<file path="src/rtl/sadc_pkg.sv">
package sadc_pkg;
  localparam int FRAME_EDGES = 16;
  localparam int LEAD_BITS   = 4;
  localparam int DATA_BITS   = 12;
  localparam int SLEEP_EDGES = 4;
  localparam int CNT_W       = $clog2(FRAME_EDGES + 1);

  typedef enum logic [1:0] {
    OP_CONV       = 2'd0,
    OP_CONV_SLEEP = 2'd1,
    OP_SLEEP      = 2'd2,
    OP_WAKE       = 2'd3
  } op_e;

  typedef enum logic [1:0] {
    FK_CONV  = 2'd0,
    FK_DUMMY = 2'd1,
    FK_SLEEP = 2'd2
  } kind_e;

  typedef enum logic [1:0] {
    ST_IDLE  = 2'd0,
    ST_FRAME = 2'd1,
    ST_GAP   = 2'd2
  } state_e;
endpackage

</file>
<file path="src/rtl/sadc_rst_sync.sv">
module sadc_rst_sync (
  input  logic clk,
  input  logic rst_n,
  output logic rst_s_n
);
  logic [1:0] sync_q;

  always_ff @(posedge clk or negedge rst_n) begin
    if (!rst_n) sync_q <= 2'b00;
    else        sync_q <= {sync_q[0], 1'b1};
  end

  assign rst_s_n = sync_q[1];
endmodule

</file>
<file path="src/rtl/sadc_sclk_gen.sv">
module sadc_sclk_gen #(
  parameter int HALF_DIV = 2
) (
  input  logic clk,
  input  logic rst_n,
  input  logic run,
  output logic sclk,
  output logic fall_tick,
  output logic rise_tick
);
  localparam int DW = (HALF_DIV > 1) ? $clog2(HALF_DIV) : 1;

  logic [DW-1:0] cnt_q, cnt_d;
  logic          sclk_q, sclk_d;
  logic          wrap;

  assign wrap = (cnt_q == DW'(HALF_DIV - 1));

  always_comb begin
    cnt_d  = cnt_q;
    sclk_d = sclk_q;
    if (!run) begin
      cnt_d  = '0;
      sclk_d = 1'b1;
    end else if (wrap) begin
      cnt_d  = '0;
      sclk_d = ~sclk_q;
    end else begin
      cnt_d  = cnt_q + DW'(1);
    end
  end

  always_ff @(posedge clk or negedge rst_n) begin
    if (!rst_n) begin
      cnt_q  <= '0;
      sclk_q <= 1'b1;
    end else begin
      cnt_q  <= cnt_d;
      sclk_q <= sclk_d;
    end
  end

  assign sclk      = sclk_q;
  assign fall_tick = run & wrap &  sclk_q;
  assign rise_tick = run & wrap & ~sclk_q;
endmodule

</file>
<file path="src/rtl/sadc_frame_rx.sv">
module sadc_frame_rx
  import sadc_pkg::*;
(
  input  logic                   clk,
  input  logic                   rst_n,
  input  logic                   clear,
  input  logic                   fall_tick,
  input  logic                   rise_tick,
  input  logic                   sdata,
  output logic [CNT_W-1:0]       fall_cnt,
  output logic [FRAME_EDGES-1:0] word_nxt
);
  logic [CNT_W-1:0]       cnt_q, cnt_d;
  logic [FRAME_EDGES-1:0] sh_q, sh_d;

  assign word_nxt = {sh_q[FRAME_EDGES-2:0], sdata};

  always_comb begin
    cnt_d = cnt_q;
    sh_d  = sh_q;
    if (clear) begin
      cnt_d = '0;
      sh_d  = '0;
    end else begin
      if (fall_tick) cnt_d = cnt_q + CNT_W'(1);
      if (rise_tick) sh_d  = word_nxt;
    end
  end

  always_ff @(posedge clk or negedge rst_n) begin
    if (!rst_n) begin
      cnt_q <= '0;
      sh_q  <= '0;
    end else begin
      cnt_q <= cnt_d;
      sh_q  <= sh_d;
    end
  end

  assign fall_cnt = cnt_q;
endmodule

</file>
<file path="src/rtl/sadc_host.sv">
module sadc_host
  import sadc_pkg::*;
#(
  parameter int HALF_DIV  = 2,
  parameter int QUIET_CYC = 6,
  parameter int WAKE_CYC  = 40
) (
  input  logic                 clk,
  input  logic                 rst_n,
  input  logic                 cmd_valid,
  input  logic [1:0]           cmd_op,
  input  logic                 auto_en,
  input  logic                 sdata,
  output logic                 cs_n,
  output logic                 sclk,
  output logic [DATA_BITS-1:0] res_data,
  output logic                 res_valid,
  output logic                 res_err,
  output logic                 busy
);
  localparam int GAP_MAX = (WAKE_CYC > QUIET_CYC) ? WAKE_CYC : QUIET_CYC;
  localparam int GAP_W   = $clog2(GAP_MAX + 1);

  logic rst_s_n;

  state_e st_q, st_d;
  kind_e  kind_q, kind_d;
  logic   pend_conv_q, pend_conv_d;
  logic   pend_sleep_q, pend_sleep_d;
  logic   awake_q, awake_d;
  logic   cs_n_q, cs_n_d;
  logic [GAP_W-1:0]     gap_q, gap_d;
  logic [DATA_BITS-1:0] data_q, data_d;
  logic   valid_q, valid_d;
  logic   err_q, err_d;

  logic                   run, fall_tick, rise_tick, rx_clear, frame_done;
  logic [CNT_W-1:0]       fall_cnt, end_edges;
  logic [FRAME_EDGES-1:0] word_nxt;

  sadc_rst_sync u_rst (
    .clk     (clk),
    .rst_n   (rst_n),
    .rst_s_n (rst_s_n)
  );

  sadc_sclk_gen #(.HALF_DIV(HALF_DIV)) u_sclk (
    .clk       (clk),
    .rst_n     (rst_s_n),
    .run       (run),
    .sclk      (sclk),
    .fall_tick (fall_tick),
    .rise_tick (rise_tick)
  );

  sadc_frame_rx u_rx (
    .clk       (clk),
    .rst_n     (rst_s_n),
    .clear     (rx_clear),
    .fall_tick (fall_tick),
    .rise_tick (rise_tick),
    .sdata     (sdata),
    .fall_cnt  (fall_cnt),
    .word_nxt  (word_nxt)
  );

  assign run        = (st_q == ST_FRAME);
  assign end_edges  = (kind_q == FK_SLEEP) ? CNT_W'(SLEEP_EDGES) : CNT_W'(FRAME_EDGES);
  assign frame_done = run && rise_tick && (fall_cnt == end_edges);

  always_comb begin
    st_d         = st_q;
    kind_d       = kind_q;
    pend_conv_d  = pend_conv_q;
    pend_sleep_d = pend_sleep_q;
    awake_d      = awake_q;
    cs_n_d       = cs_n_q;
    gap_d        = gap_q;
    data_d       = data_q;
    valid_d      = 1'b0;
    err_d        = 1'b0;
    rx_clear     = 1'b0;

    unique case (st_q)
      ST_IDLE: begin
        if (cmd_valid || auto_en) begin
          op_e op;
          op = cmd_valid ? op_e'(cmd_op) : OP_CONV;
          unique case (op)
            OP_CONV, OP_CONV_SLEEP: begin
              st_d     = ST_FRAME;
              cs_n_d   = 1'b0;
              rx_clear = 1'b1;
              pend_sleep_d = (op == OP_CONV_SLEEP);
              if (awake_q) begin
                kind_d = FK_CONV;
              end else begin
                kind_d      = FK_DUMMY;
                pend_conv_d = 1'b1;
              end
            end
            OP_SLEEP: begin
              if (awake_q) begin
                st_d     = ST_FRAME;
                cs_n_d   = 1'b0;
                rx_clear = 1'b1;
                kind_d   = FK_SLEEP;
              end
            end
            OP_WAKE: begin
              if (!awake_q) begin
                st_d     = ST_FRAME;
                cs_n_d   = 1'b0;
                rx_clear = 1'b1;
                kind_d   = FK_DUMMY;
              end
            end
            default: ;
          endcase
        end
      end
      ST_FRAME: begin
        if (frame_done) begin
          st_d    = ST_GAP;
          cs_n_d  = 1'b1;
          awake_d = (kind_q != FK_SLEEP);
          gap_d   = (kind_q == FK_DUMMY) ? GAP_W'(WAKE_CYC - 1) : GAP_W'(QUIET_CYC - 1);
          if (kind_q == FK_CONV) begin
            data_d  = word_nxt[DATA_BITS-1:0];
            valid_d = 1'b1;
            err_d   = |word_nxt[FRAME_EDGES-1:FRAME_EDGES-LEAD_BITS];
          end
        end
      end
      ST_GAP: begin
        if (gap_q != '0) begin
          gap_d = gap_q - GAP_W'(1);
        end else if (pend_conv_q) begin
          st_d        = ST_FRAME;
          cs_n_d      = 1'b0;
          rx_clear    = 1'b1;
          kind_d      = FK_CONV;
          pend_conv_d = 1'b0;
        end else if (pend_sleep_q) begin
          st_d         = ST_FRAME;
          cs_n_d       = 1'b0;
          rx_clear     = 1'b1;
          kind_d       = FK_SLEEP;
          pend_sleep_d = 1'b0;
        end else begin
          st_d = ST_IDLE;
        end
      end
      default: st_d = ST_IDLE;
    endcase
  end

  always_ff @(posedge clk or negedge rst_s_n) begin
    if (!rst_s_n) begin
      st_q         <= ST_IDLE;
      kind_q       <= FK_CONV;
      pend_conv_q  <= 1'b0;
      pend_sleep_q <= 1'b0;
      awake_q      <= 1'b1;
      cs_n_q       <= 1'b1;
      gap_q        <= '0;
      valid_q      <= 1'b0;
      err_q        <= 1'b0;
    end else begin
      st_q         <= st_d;
      kind_q       <= kind_d;
      pend_conv_q  <= pend_conv_d;
      pend_sleep_q <= pend_sleep_d;
      awake_q      <= awake_d;
      cs_n_q       <= cs_n_d;
      gap_q        <= gap_d;
      valid_q      <= valid_d;
      err_q        <= err_d;
    end
  end

  always_ff @(posedge clk or negedge rst_s_n) begin
    if (!rst_s_n)     data_q <= '0;
    else if (valid_d) data_q <= data_d;
  end

  assign cs_n      = cs_n_q;
  assign res_data  = data_q;
  assign res_valid = valid_q;
  assign res_err   = err_q;
  assign busy      = (st_q != ST_IDLE);
endmodule

</file>
<file path="config.mk">
export PLATFORM = sky130hd
export DESIGN_NAME = sadc_host
export DESIGN_NICKNAME = d
export VERILOG_FILES = /design/src/rtl/sadc_pkg.sv /design/src/rtl/sadc_rst_sync.sv /design/src/rtl/sadc_sclk_gen.sv /design/src/rtl/sadc_frame_rx.sv /design/src/rtl/sadc_host.sv
export SDC_FILE = /design/constraint.sdc
export NUM_CORES = 1
export LEC_CHECK = 0
export BUFFER_PORTS_ARGS = -buffer_cell sky130_fd_sc_hd__buf_2
export CAP_MARGIN = 20
export CORE_ASPECT_RATIO = 1.5
export CORE_UTILIZATION = 58
export CTS_CLUSTER_DIAMETER = 40
export DETAILED_ROUTE_END_ITERATION = 8
export PLACE_DENSITY = 0.85
export SLEW_MARGIN = 30
export SYNTH_ARGS = -nofsm -noshare
export SYNTH_HDL_FRONTEND = slang
export SYNTH_SLANG_ARGS = --single-unit
</file>
<file path="constraint.sdc">
create_clock -name clk -period 1.7 [get_ports clk]
set_input_delay 0.34 -clock clk [delete_from_list [all_inputs] [get_ports clk]]
set_output_delay 0.34 -clock clk [all_outputs]
set_load 0.05 [all_outputs]
</file>
## Word-level counts from Yosys, hierarchy flattened

Index checks and enable logic that the tools add are counted.

| cells by class | value |
|---|---|
| add/sub/neg operators | 3 |
| eq/ne operators | 20 |
| multiplexer cells | 64 |
| bitwise logic cells | 4 |
| reductions and logical operators | 23 |

Operators by type and width:

| cell | count |
|---|---|
| $mux 1 | 34 |
| $mux 15 | 2 |
| $mux 2 | 11 |
| $mux 6 | 3 |
| $pmux 2 s3 | 3 |
| $mux 5 | 3 |
| $reduce_and 5->1 | 3 |
| $ne 2x2->1 const B | 6 |
| $pmux 6 s2 | 1 |
| $reduce_bool 2->1 | 5 |
| $ne 3x3->1 const B | 3 |
| $pmux 1 s3 | 3 |
| $eq 2x2->1 const B | 4 |
| $reduce_and 7->1 | 1 |
| $eq 2x1->1 const B | 3 |
| $logic_not 2->1 | 3 |
| $ne 2x1->1 const B | 3 |
| $pmux 1 s2 | 3 |
| $reduce_and 6->1 | 1 |
| $reduce_bool 6->1 | 1 |
| $sub 6x1->6 const B | 1 |
| $add 5x1->5 const B | 1 |
| $eq 5x5->1 | 1 |
| $pmux 2 s2 | 1 |
| other kinds (11) | 14 |

| word-level totals | value |
|---|---|
| flip-flop bits (word level) | 52 |
| input port bits | 7 |
| output and inout bits | 17 |

## Longest topological paths before layout

Gate-level depths: netlist of run 1.

| logic depth | value |
|---|---|
| word-level depth | 8 |
| mapped depth | 9 |
| gate-level depth less buffers | 6 |

## Hierarchy

Synthesis of run 1 repeated with hierarchy kept, for this count alone.

| second synthesis, totals | value |
|---|---|
| cells, all modules | 208 |
| area, all modules | 2432.3 µm² |

By module, submodules not included:

| module | times used | cells an instance | area each (µm²) | seq. area each (µm²) |
|---|---|---|---|---|
| sadc_host | 1 | 125 | 1393.8 | 703.2 |
| sadc_frame_rx | 1 | 72 | 897.1 | 500.5 |
| sadc_sclk_gen | 1 | 8 | 87.6 | 51.3 |
| sadc_rst_sync | 1 | 3 | 53.8 | 50.0 |

## Worst setup path after synthesis of run 1

Ideal clock, no wire load.

| timing path | value |
|---|---|
| kind | reg-to-reg |
| start | register u_sclk.sclk_q (netlist: u_sclk.sclk) |
| end | register data_q[10] (netlist: res_data[10]) |
| setup time | 0.125 ns |
| arrival time | 2.009 ns |
| setup slack | -0.434 ns |
| cell stages (with the launch flop) | 9 |
| clock period less this slack | 2.134 ns |
| path through | dfstp_2 -> nand4bb_1 -> buf_2 -> nor3b_4 -> nand2_2 -> or3_1 -> buf_6 -> buf_12 -> mux2_4 |

| on the way | value |
|---|---|
| cells in the longest elaborated chain, start to end | 7 |

Ends and longest elaborated chain:

| element | line | text |
|---|---|---|
| start, declared | sadc_sclk_gen.sv:14 | `logic sclk_q, sclk_d;` |
| start signal, assigned | sadc_sclk_gen.sv:39 | `sclk_q <= sclk_d;` |
| $not 1->1 (*) | sadc_sclk_gen.sv:45 | `assign rise_tick = run & wrap & ~sclk_q;` |
| $and 1x1->1 (*) | sadc_sclk_gen.sv:45 |  |
| $logic_and 1x1->1 (*) (2 in a row) | sadc_host.sv:69 | `assign frame_done = run && rise_tick && (fall_cnt == end_edges);` |
| $mux 1 | sadc_host.sv:123 | `if (frame_done) begin` |
| $mux 1 | sadc_host.sv:84 | `unique case (st_q)` |
| $reduce_and 4->1 (no source line) (*) | n/a |  |
| end signal, assigned | sadc_host.sv:184 | `else if (valid_d) data_q <= data_d;` |
| end, declared | sadc_host.sv:33 | `logic [DATA_BITS-1:0] data_q, data_d;` |

Every way passes the cells marked *; elsewhere a longest branch is shown, timed or not.
A chain may end at the register's enable or synchronous reset.

## Worst setup path in the final report of run 1

| timing path | value |
|---|---|
| start | register st_q[1] |
| end | register data_q[10] (netlist: res_data[10]) |

| on the way | value |
|---|---|
| cells in the longest elaborated chain, start to end | 8 |

Ends and longest elaborated chain:

| element | line | text |
|---|---|---|
| start, declared | sadc_host.sv:26 | `state_e st_q, st_d;` |
| start signal, assigned | sadc_host.sv:170 | `st_q <= st_d;` |
| $eq 2x1->1 (*) | sadc_host.sv:67, sadc_host.sv:84 |  |
| $and 1x1->1 (2 in a row) | sadc_sclk_gen.sv:45 |  |
| $logic_and 1x1->1 (2 in a row) | sadc_host.sv:69 |  |
| $mux 1 | sadc_host.sv:123 |  |
| $mux 1 | sadc_host.sv:84 |  |
| $reduce_and 4->1 (no source line) (*) | n/a |  |

Marked as above.

==> results of run 1 <==
state kept, by name (all words and copies together) (netlist names):
signal,count
u_sclk.cnt_q,1
cs_n,1
res_data,12
u_sclk.sclk,1
u_rx.sh_q,15
gap_q,6
pend_sleep_q,1
awake_q,1
u_rx.fall_cnt,5
st_q,2
u_rst.sync_q,2
pend_conv_q,1
res_valid,1
res_err,1
kind_q,2
worst max-delay path, cell delays in order (launching register included):
cell	delay, ns
dfrtp_1	0.41
nand4bb_4	0.24
nor3b_4	0.26
nand2_2	0.09
or3_4	0.38
buf_8	0.17
mux2_4	0.30
timing repair:
action | 4_1_cts | 5_1_grt
setup buffers | 6 | 11
hold endpoints to repair | 2 | 0
pin swaps | 4 | 8
setup endpoints to repair | 17 | 45
hold buffers | 1 | 0
resized for setup | 17 | 53
gates cloned | 1 | 3
layout by cell type (no fill, tap or decap), drive strengths merged, types with 5 or more instances in the layout:
cell | netlist | final
inv | 10 | 10
nor2 | 22 | 22
clkbuf | 6 | 6
dfrtp | 49 | 49
nand2 | 35 | 35
o21ai | 12 | 12
a21oi | 21 | 21
mux2 | 13 | 13
or3 | 5 | 5
buf | 4 | 67
layout make-up:
type / instances / area share
clock inverter: 2 / 0.0121
timing repair buffer: 68 / 0.171
clock buffer: 6 / 0.0258
multi-input combinational: 148 / 0.355
sequential: 52 / 0.408
inverter: 10 / 0.0117
tap: 43 / 0.0168
stage by stage:
step	setup WS (ns)	setup TNS, ns	instance area (um^2)	total power [mW]	hold slack [ns]
floorplan	-0.420	-4.69	2350	2.57	0.0444
global placement	-0.152	-1.72	2640	2.95	0.126
detailed placement	-0.199	-2.43	2640	3.01	0.127
CTS	-0.117	-1.23	2930	4.05	0.230
global route	-0.255	-4.47	3210	4.72	0.258
finish	-0.252	-4.33	3210	4.54	0.220
how the worst min path moves through the flow:
stage / end / slack, ns / depth (start not counted)
5_1_grt: kind_q[0] / 0.26 / 0
6_report: kind_q[0] / 0.22 / 0
4_1_cts: u_rx.fall_cnt[0] / 0.23 / 0
2_1_floorplan: u_rst.sync_q[0] / 0.04 / 0
3_5_place_dp: u_rst.sync_q[0] / 0.13 / 1
3_3_place_gp: u_rst.sync_q[0] / 0.13 / 1
power breakdown:
part           total [mW]  switching (mW)  leakage [nW]  internal (mW)
Combinational        1.89            1.06         0.790          0.830
Clock               0.900           0.418        0.0614          0.482
Sequential           1.75           0.243         0.667           1.51
Total                4.54            1.72          1.52           2.82
kinds of logic after synthesis:
family                   count (synthesis)  share of synthesized area
multiplexers                            15                     0.0894
XOR/XNOR                                 6                     0.0225
flip-flops                              52                      0.558
AO/OA/AOI/OAI                           42                      0.103
adder cells (fa/ha/maj)                  3                     0.0161
AND/OR/NAND/NOR                         81                      0.165
other                                    1                    0.00160
buffers and inverters                   20                     0.0444
per-layer routing:
layer,track usage,share of wire
met1,0.273,0.34
met2,0.489,0.55
met3,0.0610,0.050
met4,0.147,0.052
met5,0,0
==> summary.md, run 1 <==
| Metric | Value |
|---|---|
| Kind of critical path | `register to register` |
| Number of sinks driven by the clock tree | `52` |
| Utilization after layout | `0.855` |
| Filler cell count | `~180` |
| Global placer's final weighted congestion | `0.816` |
| Endpoint kind of the worst setup timing path | `register` |
| CTS tree | `done` |
| Max-cap violation count | `0` |
| Mean instance size in the synthesized netlist | `10.6 um^2` |
| Maximum clock insertion buffer count | `2` |
| Cells after Synth | `220` |
| DRC violations left | `0` |
| Top cell types by occurrence after synthesis | `dfrtp_1 (49), nand2_1 (34), nor2_1 (22), a21oi_1 (21), o21ai_0 (12)` |
| Post-detailed-route via-to-cell ratio | `6.14` |
| LEAKAGE | `1.52 nW` |
| Number of antenna-violating nets in the routed design | `0` |
| Cell type contributing the most total cell area after synthesis | `dfrtp_1` |
| Capturing element of the worst setup path | `res_data[10]` |
| Maximum net fanout on the critical path | `7` |
| DP Cell Count | `301` |
| Result of the run | `complete, but fails checks` |
| Power density relative to cell area | `1420 nW/um^2` |
| Clock latency at the later pin of the worst-skew pair | `0.31 ns` |
| Most numerous cell in the Yosys netlist | `dfrtp_1` |
| Register area share after synthesis | `0.558` |
| Worst reg2reg endpoint | `res_data[10]` |
| Via count of the first global-routing pass | `1810` |
| Final #Nets | `295` |
| Multi-input gate area | `1140 um^2` |
| Clock period minus final worst setup slack | `between 1.5 and 2 ns` |
| Wire length of the first global-routing pass | `8.25 mm` |
| Launching point of the worst reg2reg path | `st_q[1]` |
| Prevailing post-synth register cell | `dfrtp_1` |
| Final critical-path setup slack | `-0.252 ns` |
| Clock input transition at the sequential cells of the worst setup and hold paths | `0.10 ns` |
| Async S/R FF share, synth | `1.00` |
| Share of layout cells above drive strength 1 | `0.462` |
| Total congestion overflow | `0` |
| Area of the mapped netlist | `2340 um^2` |
| Data arrival time of the critical path | `2.15 ns` |
| Average wire per cell in the routed design | `21.1 um` |
| Total area of sequential cells | `1310 um^2` |
| Pin count of the biggest net entering global routing | `33` |
| Number of antenna violations at the first check in global routing | `0` |
| Antenna diode count | `0` |
| Top cells by area in the synthesized netlist | `dfrtp_1 (52%), nand2_1 (5.5%), mux2_4 (5.1%), a21oi_1 (4.5%), nor2_1 (3.5%)` |
| Area enclosed by the die boundary | `4290 um^2` |
| Iteration-0 DRC Markers | `91` |
| I/O pin count | `24` |
| Final hold viol count | `0` |
| All-Layer GR Usage | `0.272` |
| Launching element of the worst setup path | `st_q[1]` |
| Area of the core | `3750 um^2` |
| Violations in the final reports | `negative setup slack` |
| Number of I/O port buffers | `23` |
| H-tree levels | `2` |
| Yosys Warn Count | `0` |
| Ratio of final minimum period to clock period | `1.15` |
| Crit path launch type | `register` |
| Vias after detailed routing | `between 2k and 2.5k` |
| Area Overhead vs Synth | `37.2%` |
| Final cell count without fillers | `about 330` |
| Critical path data required time | `1.90 ns` |
| Final WL | `roughly 6.9 mm` |
| Path depth of the worst reg2reg path | `6` |
| Number of rows created at floorplan | `27` |
| Die X | `53.8 um` |
| Distinct cell type count of the synthesized netlist | `39` |
| Setup violation total in the final timing report | `42` |
| Drt pass-1 iters | `4` |
| CTS Root Cell | `clkbuf_8` |
| Post-synth top area share | `0.525` |
| Class of the tightest hold or removal check | `register to asynchronous set/reset pin` |
| Number of synthesized flops with an enable pin | `0` |
| Post-Synthesis Net Count | `230` |
| Setup Skew | `0.00642 ns` |
| Fmax | `512 MHz` |
| Placed wire-length estimate | `3.09 mm` |
| Initial core utilization | `0.623` |
| Total count of max-transition violations in the final report | `0` |
| TritonCTS buffer count | `5` |
| Number of register bits inferred by synthesis | `52` |
| Vert. Die Dim | `79.7 um` |
| Worst-case register-to-register setup slack | `-0.25 ns` |
| RSZ-0062 raised after global routing | `true` |
| VDD IR-drop max | `0.00120 V` |
Note: power is estimated with default switching activity, not from simulation.
==> run 2: changes to the inputs <==
clock period = 1.8 ns   (was 1.7 ns; I/O delays follow)
==> run 2 against run 1 <==
The flow still finishes with violations (negative setup slack). Clock power is 25% lower. Global-route usage down 2.6 points. Setup slack gained 0.24 ns. Total power down 19%. Final area decreased by 11%. Cell count is 4.6% lower. Maximum frequency up 7.9%. Highest routed layer unchanged.
==> summary.md, run 2 (synthesized netlist as in run 1, its figures left out) <==
| Metric | Value |
|---|---|
| All-Layer GR Usage | `0.247` |
| Placed wire-length estimate | `3.18 mm` |
| Ratio of final minimum period to clock period | `1.01` |
| LEAKAGE | `1.38 nW` |
| DP Cell Count | `299` |
| Area enclosed by the die boundary | `4290 um^2` |
| Net Switching | `1.35 mW` |
| Critical path data required time | `2.00 ns` |
| Wire length of the first global-routing pass | `7.56 mm` |
| Final WL | `4.83 mm` |
| Total congestion overflow | `0` |
| Maximum net fanout on the critical path | `7` |
| Slew margin rel. | `0.590` |
| TritonCTS buffer count | `5` |
| Internal power | `2.33 mW` |
| Number of rows created at floorplan | `27` |
| Maximum clock insertion buffer count | `2` |
| Via count of the first global-routing pass | `around 1.7k` |
| Filler cell count | `243` |
| Crit path launch type | `register` |
| Leading cell type in the layout, fill and taps excluded | `dfrtp_1` |
| Average wire per cell in the routed design | `15.4 um` |
| Total count of max-transition violations in the final report | `0` |
| Post-detailed-route via-to-cell ratio | `around 5.6` |
| Antenna diode count | `0` |
| Final critical-path setup slack | `-0.00960 ns` |
| Number of sinks driven by the clock tree | `52` |
| Area Overhead vs Synth | `22.2%` |
| Launch point of the worst hold path | `cmd_op[1]` |
| Total area of sequential cells | `roughly 1300 um^2` |
| Max FFs per register | `15` |
| Kind of critical path | `register to register` |
| Top library cells by usage in the layout, fill and taps aside | `dfrtp_1 (47), nand2_1 (34), buf_4 (26)` |
| Fmax | `553 MHz` |
| Share of layout cells above drive strength 1 | `0.343` |
| Number of antenna-violating nets in the routed design | `0` |
| Launching element of the worst setup path | `u_sclk.sclk` |
| Drt pass-1 iters | `4` |
| Initial core utilization | `0.623` |
| Number of I/O port buffers | `23` |
| Pin slew with the least headroom to its limit | `0.614 ns` |
| Clock latency at the later pin of the worst-skew pair | `0.32 ns` |
| Max-cap violation count | `0` |
| VDD IR-drop max | `0.000975 V` |
| H-tree levels | `2` |
| Class of the tightest hold or removal check | `input pin to register` |
| Clock input transition at the sequential cells of the worst setup and hold paths | `0.10 ns` |
| Vias after detailed routing | `1751` |
| Result of the run | `complete, but fails checks` |
| Share of power burned in registers | `0.440` |
| Clock period minus final worst setup slack | `1.81 ns` |
| Largest reg by FF count | `u_rx.sh_q` |
| Sw Share | `0.366` |
| Pin count of the biggest net entering global routing | `51` |
| Area of the core | `3750 um^2` |
| Data arrival time of the critical path | `2.01 ns` |
| Die X | `between 50 and 60 um` |
| Clk network pwr share | `0.183` |
| Endpoint kind of the worst setup timing path | `register` |
| Power density relative to cell area | `1290 nW/um^2` |
| Setup violation total in the final timing report | `5` |
| CTS Root Cell | `clkbuf_8` |
| CTS tree | `done` |
| Global placer's final weighted congestion | `about 0.73` |
| Iteration-0 DRC Markers | `39` |
| RSZ-0062 raised after global routing | `true` |
| Launching point of the worst reg2reg path | `u_sclk.sclk` |
| DRC violations left | `0` |
| Multi-input gate area | `1010 um^2` |
| Final cell count without fillers | `314` |
| Share of total power in combinational logic | `0.377` |
| Final #Nets | `280` |
| Number of antenna violations at the first check in global routing | `0` |
| Final hold viol count | `0` |
| Setup TNS | `-0.0228 ns` |
| Violations in the final reports | `negative setup slack` |
| Total Power Consumption | `3.68 mW` |
| Setup Skew | `about 0.011 ns` |
| Vert. Die Dim | `79.7 um` |
| I/O pin count | `24` |
-- run 2: changes by cell type in the layout (fill, tap and decap cells not counted), sizes merged --
cell | previous run | this run
buf | 67 | 51
bufinv | 1 | 0
clkbuf | 6 | 5
clkinvlp | 0 | 2
or3 | 5 | 6
-- run 2: power by group through the flow --
stage / combinational, mW / clock, mW / sequential [mW]
floorplan: 0.708 / 0 / 1.71
global placement: 1.18 / 0 / 1.60
detailed placement: 1.22 / 0 / 1.62
CTS: 1.30 / 0.697 / 1.62
global route: 1.52 / 0.743 / 1.65
finish: 1.39 / 0.672 / 1.62
-- run 2: layout make-up --
class                      instances  share of cell area
clock buffer                       5              0.0241
multi-input combinational        149               0.353
tap                               43              0.0188
sequential                        52               0.458
timing repair buffer              52               0.125
inverter                          10              0.0131
clock inverter                     3             0.00832
-- run 2: worst paths after layout --
| path | to | slack (ns) | depth (start not counted) |
|---|---|---|---|
| worst max-delay path | res_data[6] | -0.01 | 5 |
| worst min-delay path | pend_sleep_q | 0.27 | 2 |
| worst max register to register | res_data[6] | -0.01 | 5 |
| worst min register to register | u_rx.fall_cnt[4] | 0.36 | 1 |
| max in group asynchronous | st_q[0] | 1.00 | 1 |
| min in group asynchronous | u_rx.fall_cnt[4] | 0.36 | 1 |
-- run 2: per-layer routing --
metal | up-vias | track usage | part of all wire
met5 | - | 0 | 0
met4 | 0 | 0.0868 | 0.017
met3 | 9 | 0.0533 | 0.033
met2 | 40 | 0.425 | 0.54
met1 | 866 | 0.290 | 0.41
li1 | 836 | - | -
-- run 2: timing repair --
item	CTS	global route
gates cloned	0	1
gates resized for setup	8	11
pin swaps	2	2
hold buffers	1	0
buffers inserted	2	4
endpoints found under the setup margin	15	36
endpoints found under the hold margin	2	0
-- run 2: metrics by stage --
step | instance area (um^2) | hold WS (ns) | setup slack, ns | utilization
finish | 2860 | 0.268 | -0.00960 | 0.762
global route | 2860 | 0.266 | -0.0702 | 0.762
CTS | 2780 | 0.261 | -0.00271 | 0.742
detailed placement | 2640 | 0.146 | -0.103 | 0.704
global placement | 2640 | 0.146 | -0.0500 | 0.704
floorplan | 2340 | 0.0644 | -0.320 | -
-- run 2: worst max-delay path, cell delays in order (launching register included) --
cell and delay, ns:
dfstp_2 0.38, nand4bb_4 0.23, nor3b_4 0.21, nand2_2 0.10, or3_4 0.44, mux2_4 0.32
